<file path="config.mk">
export PLATFORM = sky130hd
export DESIGN_NAME = pix_edge_thresh
export DESIGN_NICKNAME = d
export VERILOG_FILES = /design/src/rtl/pedge_pkg.sv /design/src/rtl/line_delay.sv /design/src/rtl/sobel_grad.sv /design/src/rtl/thr_reg.sv /design/src/rtl/pix_edge_thresh.sv
export SDC_FILE = /design/constraint.sdc
export NUM_CORES = 1
export LEC_CHECK = 0
export BUFFER_PORTS_ARGS = -buffer_cell sky130_fd_sc_hd__buf_2
export CORE_UTILIZATION = 57
export CTS_BUF_LIST = sky130_fd_sc_hd__clkbuf_16
export CTS_CLUSTER_SIZE = 16
export DETAILED_ROUTE_END_ITERATION = 8
export PLACE_DENSITY = 0.85
export SYNTH_ARGS = -nofsm -noshare
export SYNTH_HDL_FRONTEND = slang
export SYNTH_SLANG_ARGS = --single-unit
</file>
<file path="constraint.sdc">
create_clock -name clk_i -period 8 [get_ports clk_i]
set_input_delay 0.8 -clock clk_i [delete_from_list [all_inputs] [get_ports clk_i]]
set_output_delay 0.8 -clock clk_i [all_outputs]
set_load 0.02 [all_outputs]
</file>
<file path="src/rtl/pedge_pkg.sv">
package pedge_pkg;

  // Control flags that travel with each pixel, in a fixed bit order.
  typedef struct packed {
    logic sol;
    logic eol;
    logic sof;
    logic eof;
    logic vld;
  } strm_ctl_t;

  localparam int CTL_W = 5;

endpackage

</file>
<file path="src/rtl/line_delay.sv">
// Fixed delay built as a circular buffer. The memory has no reset so that
// it can map to block RAM. The output stays zero until every slot has
// been written once.
module line_delay #(
  parameter int W     = 8,
  parameter int DEPTH = 15
) (
  input  logic         clk_i,
  input  logic         rst_i,
  input  logic [W-1:0] din_i,
  output logic [W-1:0] dout_o
);

  localparam int AW = (DEPTH > 1) ? $clog2(DEPTH) : 1;

  logic [W-1:0]  mem [DEPTH];
  logic [W-1:0]  rd_raw;
  logic [AW-1:0] ptr;
  logic          primed;
  logic          rd_ok;

  // Read-before-write on one address: block RAM friendly.
  always_ff @(posedge clk_i) begin
    rd_raw   <= mem[ptr];
    mem[ptr] <= din_i;
  end

  always_ff @(posedge clk_i) begin
    if (rst_i) begin
      ptr    <= '0;
      primed <= 1'b0;
      rd_ok  <= 1'b0;
    end else begin
      rd_ok <= primed;
      if (ptr == AW'(DEPTH - 1)) begin
        ptr    <= '0;
        primed <= 1'b1;
      end else begin
        ptr <= ptr + 1'b1;
      end
    end
  end

  assign dout_o = rd_ok ? rd_raw : '0;

endmodule

</file>
<file path="src/rtl/sobel_grad.sv">
// Horizontal border fill plus the two 3x3 Sobel sums, registered.
// Column index 0 is the oldest (left), 2 the newest (right).
module sobel_grad #(
  parameter int PIX_W = 8,
  localparam int GW   = PIX_W + 3
) (
  input  logic                 clk_i,
  input  logic                 rst_i,
  input  logic [PIX_W-1:0]     top_i [3],
  input  logic [PIX_W-1:0]     mid_i [3],
  input  logic [PIX_W-1:0]     bot_i [3],
  input  logic                 lv_i,
  input  logic                 rv_i,
  output logic signed [GW-1:0] gx_o,
  output logic signed [GW-1:0] gy_o
);

  function automatic logic signed [GW-1:0] ext(input logic [PIX_W-1:0] p);
    return $signed({{(GW-PIX_W){1'b0}}, p});
  endfunction

  logic [PIX_W-1:0] lt, lm, lb, rt, rm, rb;
  logic signed [GW-1:0] col_l, col_r, row_t, row_b;

  // A column outside the active line is replaced by the centre column.
  always_comb begin
    lt = lv_i ? top_i[0] : top_i[1];
    lm = lv_i ? mid_i[0] : mid_i[1];
    lb = lv_i ? bot_i[0] : bot_i[1];
    rt = rv_i ? top_i[2] : top_i[1];
    rm = rv_i ? mid_i[2] : mid_i[1];
    rb = rv_i ? bot_i[2] : bot_i[1];
  end

  always_comb begin
    col_l = ext(lt) + (ext(lm) <<< 1) + ext(lb);
    col_r = ext(rt) + (ext(rm) <<< 1) + ext(rb);
    row_t = ext(lt) + (ext(top_i[1]) <<< 1) + ext(rt);
    row_b = ext(lb) + (ext(bot_i[1]) <<< 1) + ext(rb);
  end

  always_ff @(posedge clk_i) begin
    if (rst_i) begin
      gx_o <= '0;
      gy_o <= '0;
    end else begin
      gx_o <= col_r - col_l;
      gy_o <= row_b - row_t;
    end
  end

endmodule

</file>
<file path="src/rtl/thr_reg.sv">
// Threshold register. Any write above the limit saturates to the limit.
module thr_reg #(
  parameter int THR_W   = 9,
  parameter int THR_MAX = 256,
  parameter int THR_RST = 7
) (
  input  logic             clk_i,
  input  logic             rst_i,
  input  logic             wr_i,
  input  logic [THR_W-1:0] data_i,
  output logic [THR_W-1:0] thr_o
);

  localparam logic [THR_W-1:0] LIM = THR_W'(THR_MAX);
  localparam logic [THR_W-1:0] INI = THR_W'(THR_RST);

  always_ff @(posedge clk_i) begin
    if (rst_i) begin
      thr_o <= INI;
    end else if (wr_i) begin
      thr_o <= (data_i > LIM) ? LIM : data_i;
    end
  end

endmodule

</file>
<file path="src/rtl/pix_edge_thresh.sv">
module pix_edge_thresh
  import pedge_pkg::*;
#(
  parameter int PIX_W   = 8,
  parameter int H_TOT   = 16,
  parameter int THR_W   = 9,
  parameter int THR_MAX = 256,
  parameter int THR_RST = 7
) (
  input  logic             clk_i,
  input  logic             rst_i,
  input  logic [PIX_W-1:0] pix_i,
  input  logic             sol_i,
  input  logic             eol_i,
  input  logic             sof_i,
  input  logic             eof_i,
  input  logic             vld_i,
  input  logic             thr_wr_i,
  input  logic [THR_W-1:0] thr_i,
  output logic             edge_o,
  output logic             sol_o,
  output logic             eol_o,
  output logic             sof_o,
  output logic             eof_o,
  output logic             vld_o
);

  localparam int LB_DEPTH = H_TOT - 1;
  localparam int GW       = PIX_W + 3;
  localparam int SW       = 2 * GW;
  localparam int MW       = SW + 1;
  localparam int TSW      = 2 * THR_W;
  localparam int CW       = (MW > TSW) ? MW : TSW;
  localparam int NCOL     = 3;

  // Input register.
  strm_ctl_t        ctl_in, ctl_r0;
  logic [PIX_W-1:0] pix_r0;

  assign ctl_in = {sol_i, eol_i, sof_i, eof_i, vld_i};

  always_ff @(posedge clk_i) begin
    if (rst_i) begin
      ctl_r0 <= '0;
      pix_r0 <= '0;
    end else begin
      ctl_r0 <= ctl_in;
      pix_r0 <= pix_i;
    end
  end

  // Two line delays: one line period each, so the three taps line up
  // vertically on the same column.
  logic [PIX_W+CTL_W-1:0] near_q;
  logic [PIX_W:0]         far_q;
  strm_ctl_t              ctl_mid;
  logic [PIX_W-1:0]       pix_mid, pix_top;
  logic                   vld_top;

  line_delay #(.W(PIX_W + CTL_W), .DEPTH(LB_DEPTH)) u_lb_near (
    .clk_i  (clk_i),
    .rst_i  (rst_i),
    .din_i  ({ctl_r0, pix_r0}),
    .dout_o (near_q)
  );

  assign {ctl_mid, pix_mid} = near_q;

  line_delay #(.W(PIX_W + 1), .DEPTH(LB_DEPTH)) u_lb_far (
    .clk_i  (clk_i),
    .rst_i  (rst_i),
    .din_i  ({ctl_mid.vld, pix_mid}),
    .dout_o (far_q)
  );

  assign {vld_top, pix_top} = far_q;

  // Vertical border fill: a row outside the frame repeats the centre row.
  logic [PIX_W-1:0] top_v, bot_v;

  always_comb begin
    top_v = vld_top    ? pix_top : pix_mid;
    bot_v = ctl_r0.vld ? pix_r0  : pix_mid;
  end

  // Three-column window shift.
  logic [PIX_W-1:0] col_t [NCOL];
  logic [PIX_W-1:0] col_m [NCOL];
  logic [PIX_W-1:0] col_b [NCOL];
  strm_ctl_t        col_c [NCOL];

  always_ff @(posedge clk_i) begin
    if (rst_i) begin
      for (int i = 0; i < NCOL; i++) begin
        col_t[i] <= '0;
        col_m[i] <= '0;
        col_b[i] <= '0;
        col_c[i] <= '0;
      end
    end else begin
      for (int i = 0; i < NCOL - 1; i++) begin
        col_t[i] <= col_t[i+1];
        col_m[i] <= col_m[i+1];
        col_b[i] <= col_b[i+1];
        col_c[i] <= col_c[i+1];
      end
      col_t[NCOL-1] <= top_v;
      col_m[NCOL-1] <= pix_mid;
      col_b[NCOL-1] <= bot_v;
      col_c[NCOL-1] <= ctl_mid;
    end
  end

  // Gradient stage.
  logic signed [GW-1:0] gx_q, gy_q;
  strm_ctl_t            ctl_g;

  sobel_grad #(.PIX_W(PIX_W)) u_grad (
    .clk_i (clk_i),
    .rst_i (rst_i),
    .top_i (col_t),
    .mid_i (col_m),
    .bot_i (col_b),
    .lv_i  (col_c[0].vld),
    .rv_i  (col_c[NCOL-1].vld),
    .gx_o  (gx_q),
    .gy_o  (gy_q)
  );

  always_ff @(posedge clk_i) begin
    if (rst_i) ctl_g <= '0;
    else       ctl_g <= col_c[1];
  end

  // Threshold register.
  logic [THR_W-1:0] thr_q;

  thr_reg #(.THR_W(THR_W), .THR_MAX(THR_MAX), .THR_RST(THR_RST)) u_thr (
    .clk_i  (clk_i),
    .rst_i  (rst_i),
    .wr_i   (thr_wr_i),
    .data_i (thr_i),
    .thr_o  (thr_q)
  );

  // Squared magnitude against squared threshold.
  logic signed [SW-1:0] gx_e, gy_e, gx_sq, gy_sq;
  logic [CW-1:0]        mag, thr_sq;
  logic                 over;

  always_comb begin
    gx_e   = SW'(gx_q);
    gy_e   = SW'(gy_q);
    gx_sq  = gx_e * gx_e;
    gy_sq  = gy_e * gy_e;
    mag    = CW'(unsigned'(gx_sq)) + CW'(unsigned'(gy_sq));
    thr_sq = CW'(thr_q) * CW'(thr_q);
    over   = mag > thr_sq;
  end

  // Registered outputs.
  always_ff @(posedge clk_i) begin
    if (rst_i) begin
      edge_o <= 1'b0;
      sol_o  <= 1'b0;
      eol_o  <= 1'b0;
      sof_o  <= 1'b0;
      eof_o  <= 1'b0;
      vld_o  <= 1'b0;
    end else begin
      edge_o <= ctl_g.vld && over;
      sol_o  <= ctl_g.sol;
      eol_o  <= ctl_g.eol;
      sof_o  <= ctl_g.sof;
      eof_o  <= ctl_g.eof;
      vld_o  <= ctl_g.vld;
    end
  end

endmodule

</file>
After elaboration in Yosys (flattened, before gate mapping)
Memories as Yosys holds them, arrays and structs flattened. A register that Yosys moved wholly into a read port is not among the register bits.
Cells that the tools add are included.
{"block": "op_classes", "n_addsub": 13, "n_mul": 3, "magnitude_cmp": 2, "n_eq_ne": 2, "muxes": 17, "bitwise": 3, "n_reduce_logical": 3}
{"cell": "$mux W8", "n": 8}
{"cell": "$add A11 B9 Y11", "n": 4}
{"cell": "$mul A11 B11 Y22", "n": 2}
{"cell": "$add A8 B9 Y10", "n": 4}
{"cell": "$add A22 B22 Y23", "n": 1}
{"cell": "$gt A23 B18 Y1", "n": 1}
{"cell": "$sub A11 B11 Y11", "n": 2}
{"cell": "$mul A9 B9 Y18", "n": 1}
{"cell": "$mux W9", "n": 2}
{"cell": "$mux W5", "n": 3}
{"cell": "$mux W13", "n": 1}
{"cell": "$gt A9 B9 Y1 const B", "n": 1}
{"cell": "$add A4 B1 Y4 const B", "n": 2}
{"cell": "$eq A4 B4 Y1 const B", "n": 2}
{"cell": "$reduce_or A2 Y1", "n": 2}
{"cell": "$mux W1", "n": 3}
{"cell": "$or A1 B1 Y1", "n": 3}
{"cell": "$logic_and A1 B1 Y1", "n": 1}
{"block": "totals", "ff_bits": 139, "ramBits": 345, "output_inout_bits": 6, "n_memories": 3}
{"name": "u_lb_near.mem", "depth": 15, "word_bits": 13, "rd": 1, "rd_clocked_by_memory_dff": 1, "write_ports": 1, "line": "line_delay.sv:16", "text": "logic [W-1:0] mem [DEPTH];"}
{"name": "u_lb_far.mem", "depth": 15, "word_bits": 9, "rd": 1, "rd_clocked_by_memory_dff": 1, "write_ports": 1, "line": "line_delay.sv:16"}
{"name": "col_c", "depth": 3, "word_bits": 5, "rd": 3, "rd_clocked_by_memory_dff": 0, "write_ports": 3, "line": "pix_edge_thresh.sv:90", "text": "strm_ctl_t col_c [NCOL];"}

Longest topological paths before layout
An unclocked memory read counts as a cell.
{"block": "logic_depth", "depth_word": 5, "depth_mapped": 35, "ltp_nobuf": 34}

Modules after synthesis
A second synthesis with hierarchy kept.
{"block": "hier_totals", "hier_cells": 2738, "hier_area_um2": 32682.6}
{"module": "pix_edge_thresh", "instances": 1, "cells_each": 1591, "area_each_um2": 14714.1, "seq_area_each_um2": 2122.0}
{"module": "line_delay (u_lb_near)", "instances": 1, "cells_each": 409, "area_each_um2": 8186.6, "seq_area_each_um2": 6236.0}
{"module": "line_delay (u_lb_far)", "instances": 1, "cells_each": 314, "area_each_um2": 5799.3, "seq_area_each_um2": 4354.2}
{"module": "sobel_grad", "instances": 1, "cells_each": 388, "area_each_um2": 3622.2, "seq_area_each_um2": 440.4}
{"module": "thr_reg", "instances": 1, "cells_each": 36, "area_each_um2": 360.3, "seq_area_each_um2": 180.2}

Worst setup path after synthesis
No wires, ideal clock.
{"block": "synth_timing", "path_type": "register -> register", "startpoint": "reg u_grad.gy_o[6]", "endpoint": "reg edge_o", "setup_time_ns": 0.129, "t_arrival_ns": 6.667, "required_time_ns": 7.871, "slack_ns": 1.204, "path_stages_with_launch": 33, "path_buffers": 1, "period_less_slack_ns": 6.796, "path_cell_list": "dfxtp_1 -> clkbuf_1 -> inv_1 -> nor2_1 -> inv_1 -> fa_1 -> fa_1 -> fa_1 -> inv_1 -> fa_1 -> inv_1 -> fa_1 -> inv_1 -> ha_1 -> or3_1 -> o21ai_0 -> nor2_1 -> a21o_1 -> a21oi_1 -> xnor2_1 -> ha_1 -> a21o_1 -> a21oi_1 -> nand2b_1 -> o211a_1 -> nor2_1 -> xnor2_1 -> ha_1 -> a21oi_1 -> and4b_1 -> o21ai_0 -> a21oi_1 -> a311oi_1"}
{"block": "synth_via", "elab_chain_cells": 4}
{"item": "start, declared", "line": "sobel_grad.sv:15", "text": "output logic signed [GW-1:0] gy_o"}
{"item": "start signal, assigned", "line": "sobel_grad.sv:48", "text": "gy_o <= row_b - row_t;"}
{"item": "$mul A11 B11 Y22", "line": "pix_edge_thresh.sv:155", "text": "gy_sq = gy_e * gy_e;"}
{"item": "$add A22 B22 Y23", "line": "pix_edge_thresh.sv:156", "text": "mag = CW'(unsigned'(gx_sq)) + CW'(unsigned'(gy_sq));"}
{"item": "$gt A23 B18 Y1", "line": "pix_edge_thresh.sv:158", "text": "over = mag > thr_sq;"}
{"item": "$logic_and A1 B1 Y1", "line": "pix_edge_thresh.sv:171", "text": "edge_o <= ctl_g.vld && over;"}
{"item": "end signal, assigned", "line": "pix_edge_thresh.sv:171"}
{"item": "end, declared", "line": "pix_edge_thresh.sv:20", "text": "output logic edge_o,"}
Every way passes these cells.
A chain may end at the register's enable or synchronous reset.

Final worst setup path
{"block": "layout_timing", "startpoint": "reg u_grad.gy_o[2]", "endpoint": "reg edge_o"}
The elaborated chain is that of the path after synthesis.

==> summary.md <==
| Metric | Value |
|---|---|
| Max rail drop VDD | 235 uV |
| Run status | finished clean |
| Worst EP arrival | 7.91 ns |
| Syn_nets | 3191 |
| Mapped Area | 32300 sq um |
| Critical Path RT | 8.40 ns |
| Clk buf depth | 3 |
| Cells after synthesis | 2661 |
| Commonest non-fill, non-tap cell in the layout | inv_1 |
| DIE WIDTH | 240 um |
| Final WL | 69200 um |
| Relative slew margins | 10.3% |
| Post-CTS Hold Fix Bufs | 0 |
| Largest net degree at the start of global routing | 97 |
| Fin Clk Skew | 0.0308 ns |
| Ant diodes | 0 |
| Num CTS Buffers | 47 |
| Die Footprint | 57600 sq um |
| TritonCTS Sinks | 501 |
| Post-CTS setup buffers | 0 |
| Dpl cells | 3364 |
| Fin crit period | 7.51 ns |
| Clock Latency Late Sink | 0.58 ns |
| Syn avg cell area | 12.1 sq um |
| Drt drc | 0 |
| CTS tree | yes |
| Share of cells above drive strength 1 | 8.99% |
| Io pins | 31 |
| Die Y | 240 um |
| Slew Limit Fails | 0 |
| DP HPWL | 48400 um |
| GPL Wtd Cong | 0.923 |
| Final hold violations | 0 |
| H-Tree Depth | 2 |
| GRT Util Overall | 24.9% |
| Average via count per standard cell | 5.71 |
| Clock transition at path regs | 0.07 ns |
| Core Rows | 86 |
| CP Launch Type | register |
| Actual slew at the worst max-slew pin | 1.34 ns |
| Main synth FF type | edfxtp_1 |
| Yosys top cell by area | edfxtp_1 |
| Register bit count reported by yosys | 501 |
| Post-layout nets | 3195 |
| RSZ-0062 raised after global routing | false |
| Ys async rst share | 0% |
| Fin crit share | 93.9% |
| Crit path largest cell delay | 0.70 ns |
| Leakage | 14.8 nW |
| Min-Delay Path Class | register to register |
| Highest clock rate | 133 MHz |
| Most frequent cells in the layout | 415 x inv_1, 330 x edfxtp_1, 279 x fa_1 |
| Port Buffers | 30 |
| Clock root buffer | clkbuf_16 |
| Via count | 19693 |
| First-pass iteration count of the detailed router | 5 |
| Vias in the first global route | 21298 |
| Final setup vio count | 0 |
| Post-route ant nets | 0 |
| Final std cells w/o fill | 3451 |
| # Max-Cap Violations | 0 |
| Register area share after synthesis | 41.3% |
| DR WL/cell | 20.1 um |
| Hold Slack | 0.435 ns |
| Setup ws final | 0.491 ns |
| Number of synthesized flops with an enable pin | 330 |
| YS warnings | 0 |
| Pre-CTS setup slack | 0.560 ns |
| Post-CTS sizing | 0 |
| Core region area | 55500 sq um |
| CP Max Fanout | 13 |
| PD cells | 198 nW/um^2 |
| Initial antenna violation count | 1 |
| Starting DRT DRC Count | 1148 |
| Area Growth Syn to Fin | 7.26% |
| Synth top area share | 30.7% |
| First-pass GRT wire length | 111000 um |
| Top cells by area, synth | edfxtp_1 31%, fa_1 17%, dfxtp_1 11% |
| Grt ovf | 0 |
| Initial Util | 58.2% |
| WS Path Type | register to register |
| Post-synthesis cell type count | 72 |
| Nature of the critical path endpoint | register |
| Setup TNS | 0 ns |
| Crit path max-delay cell type | dfxtp_1 |
logic make-up after synthesis:
logic type,Yosys count,synth area share [%]
muxes,163,8.24
DFF,501,41.3
xor gates and xnor gates,127,3.44
AOI/OAI and AO/OA,286,5.78
and+or+nand+nor,584,9.33
adders and majority gates,505,26.1
buffers and inverters,495,5.87
Yosys cell counts, drive strengths merged (7+ instances only):
cell and instances:
inv 404, edfxtp 330, fa 279, ha 226
dfxtp 171, and2 125, nand2 125, nor2b 124
nor2 114, xnor2 94, a21oi 93, mux4 79
clkbuf 69, o21ai 55, mux2i 52, nor3 35
a21o 33, xor2 33, mux2 32, o21bai 25
buf 21, nand3 16, a211oi 12, o211ai 12
and3 11, nand2b 9, a31oi 8, o21a 7
worst paths after layout:
path,startpoint,slack [ns],endpoint,depth (start not counted)
max,u_grad.gy_o[2],0.49,edge_o,32
min reg2reg,col_c[0][5],0.43,col_c[0][0],1
max reg2reg,u_grad.gy_o[2],0.49,edge_o,32
min,col_c[0][5],0.43,col_c[0][0],1
registers in the layout, indices dropped and copies added, names as in the netlist, 4 cells and up:
register and count:
col_c 15, pix_r0 8, col_b 24, u_lb_far.ptr 4, u_lb_near.rd_raw 13, col_m 24, u_lb_near.ptr 4, u_lb_near.mem 195
ctl_r0 5, u_thr.thr_o 9, u_lb_far.rd_raw 9, u_lb_far.mem 135, u_grad.gx_o 11, col_t 24, u_grad.gy_o 11
worst max-delay path, delay by kind of cell (launching register included):
family	cells	cell delay [ns]
compound gates	11	1.83
flops	1	0.70
fa+ha+maj	8	3.45
xor+xnor	2	0.38
buf+inv	5	0.27
simple gates	6	0.71
area by class of cell:
class                   count  area (sq um)
clock buffers              48          1200
flip-flops and latches    501         13300
multi-input cells        1665         17100
clock inverters            39           310
fillers                  4040         20900
inverters                 405          1520
well taps                 748           936
repair buffers             45           265
through the flow:
stage	total power [mW]	utilization, %	instance area [sq um]
global route	7.21	62.4	34600
detailed placement	4.69	59.7	33100
finish	6.86	62.4	34600
global placement	4.60	59.7	33100
floorplan	4.29	-	32300
CTS	6.88	62.4	34600
routing by layer:
metal / up-vias / GRT usage (%) / part of all wire (%)
met5: - / 0 / 0.019
met2: 715 / 44.5 / 52
li1: 8938 / - / -
met1: 9856 / 31.0 / 39
met4: 2 / 9.75 / 3.6
met3: 182 / 2.46 / 5.6
power breakdown:
group | internal [mW] | switching (mW)
logic | 0.770 | 0.960
registers | 2.84 | 0.0995
clock network | 1.20 | 0.993
total | 4.81 | 2.05
Note: power is estimated with default switching activity, not from simulation.
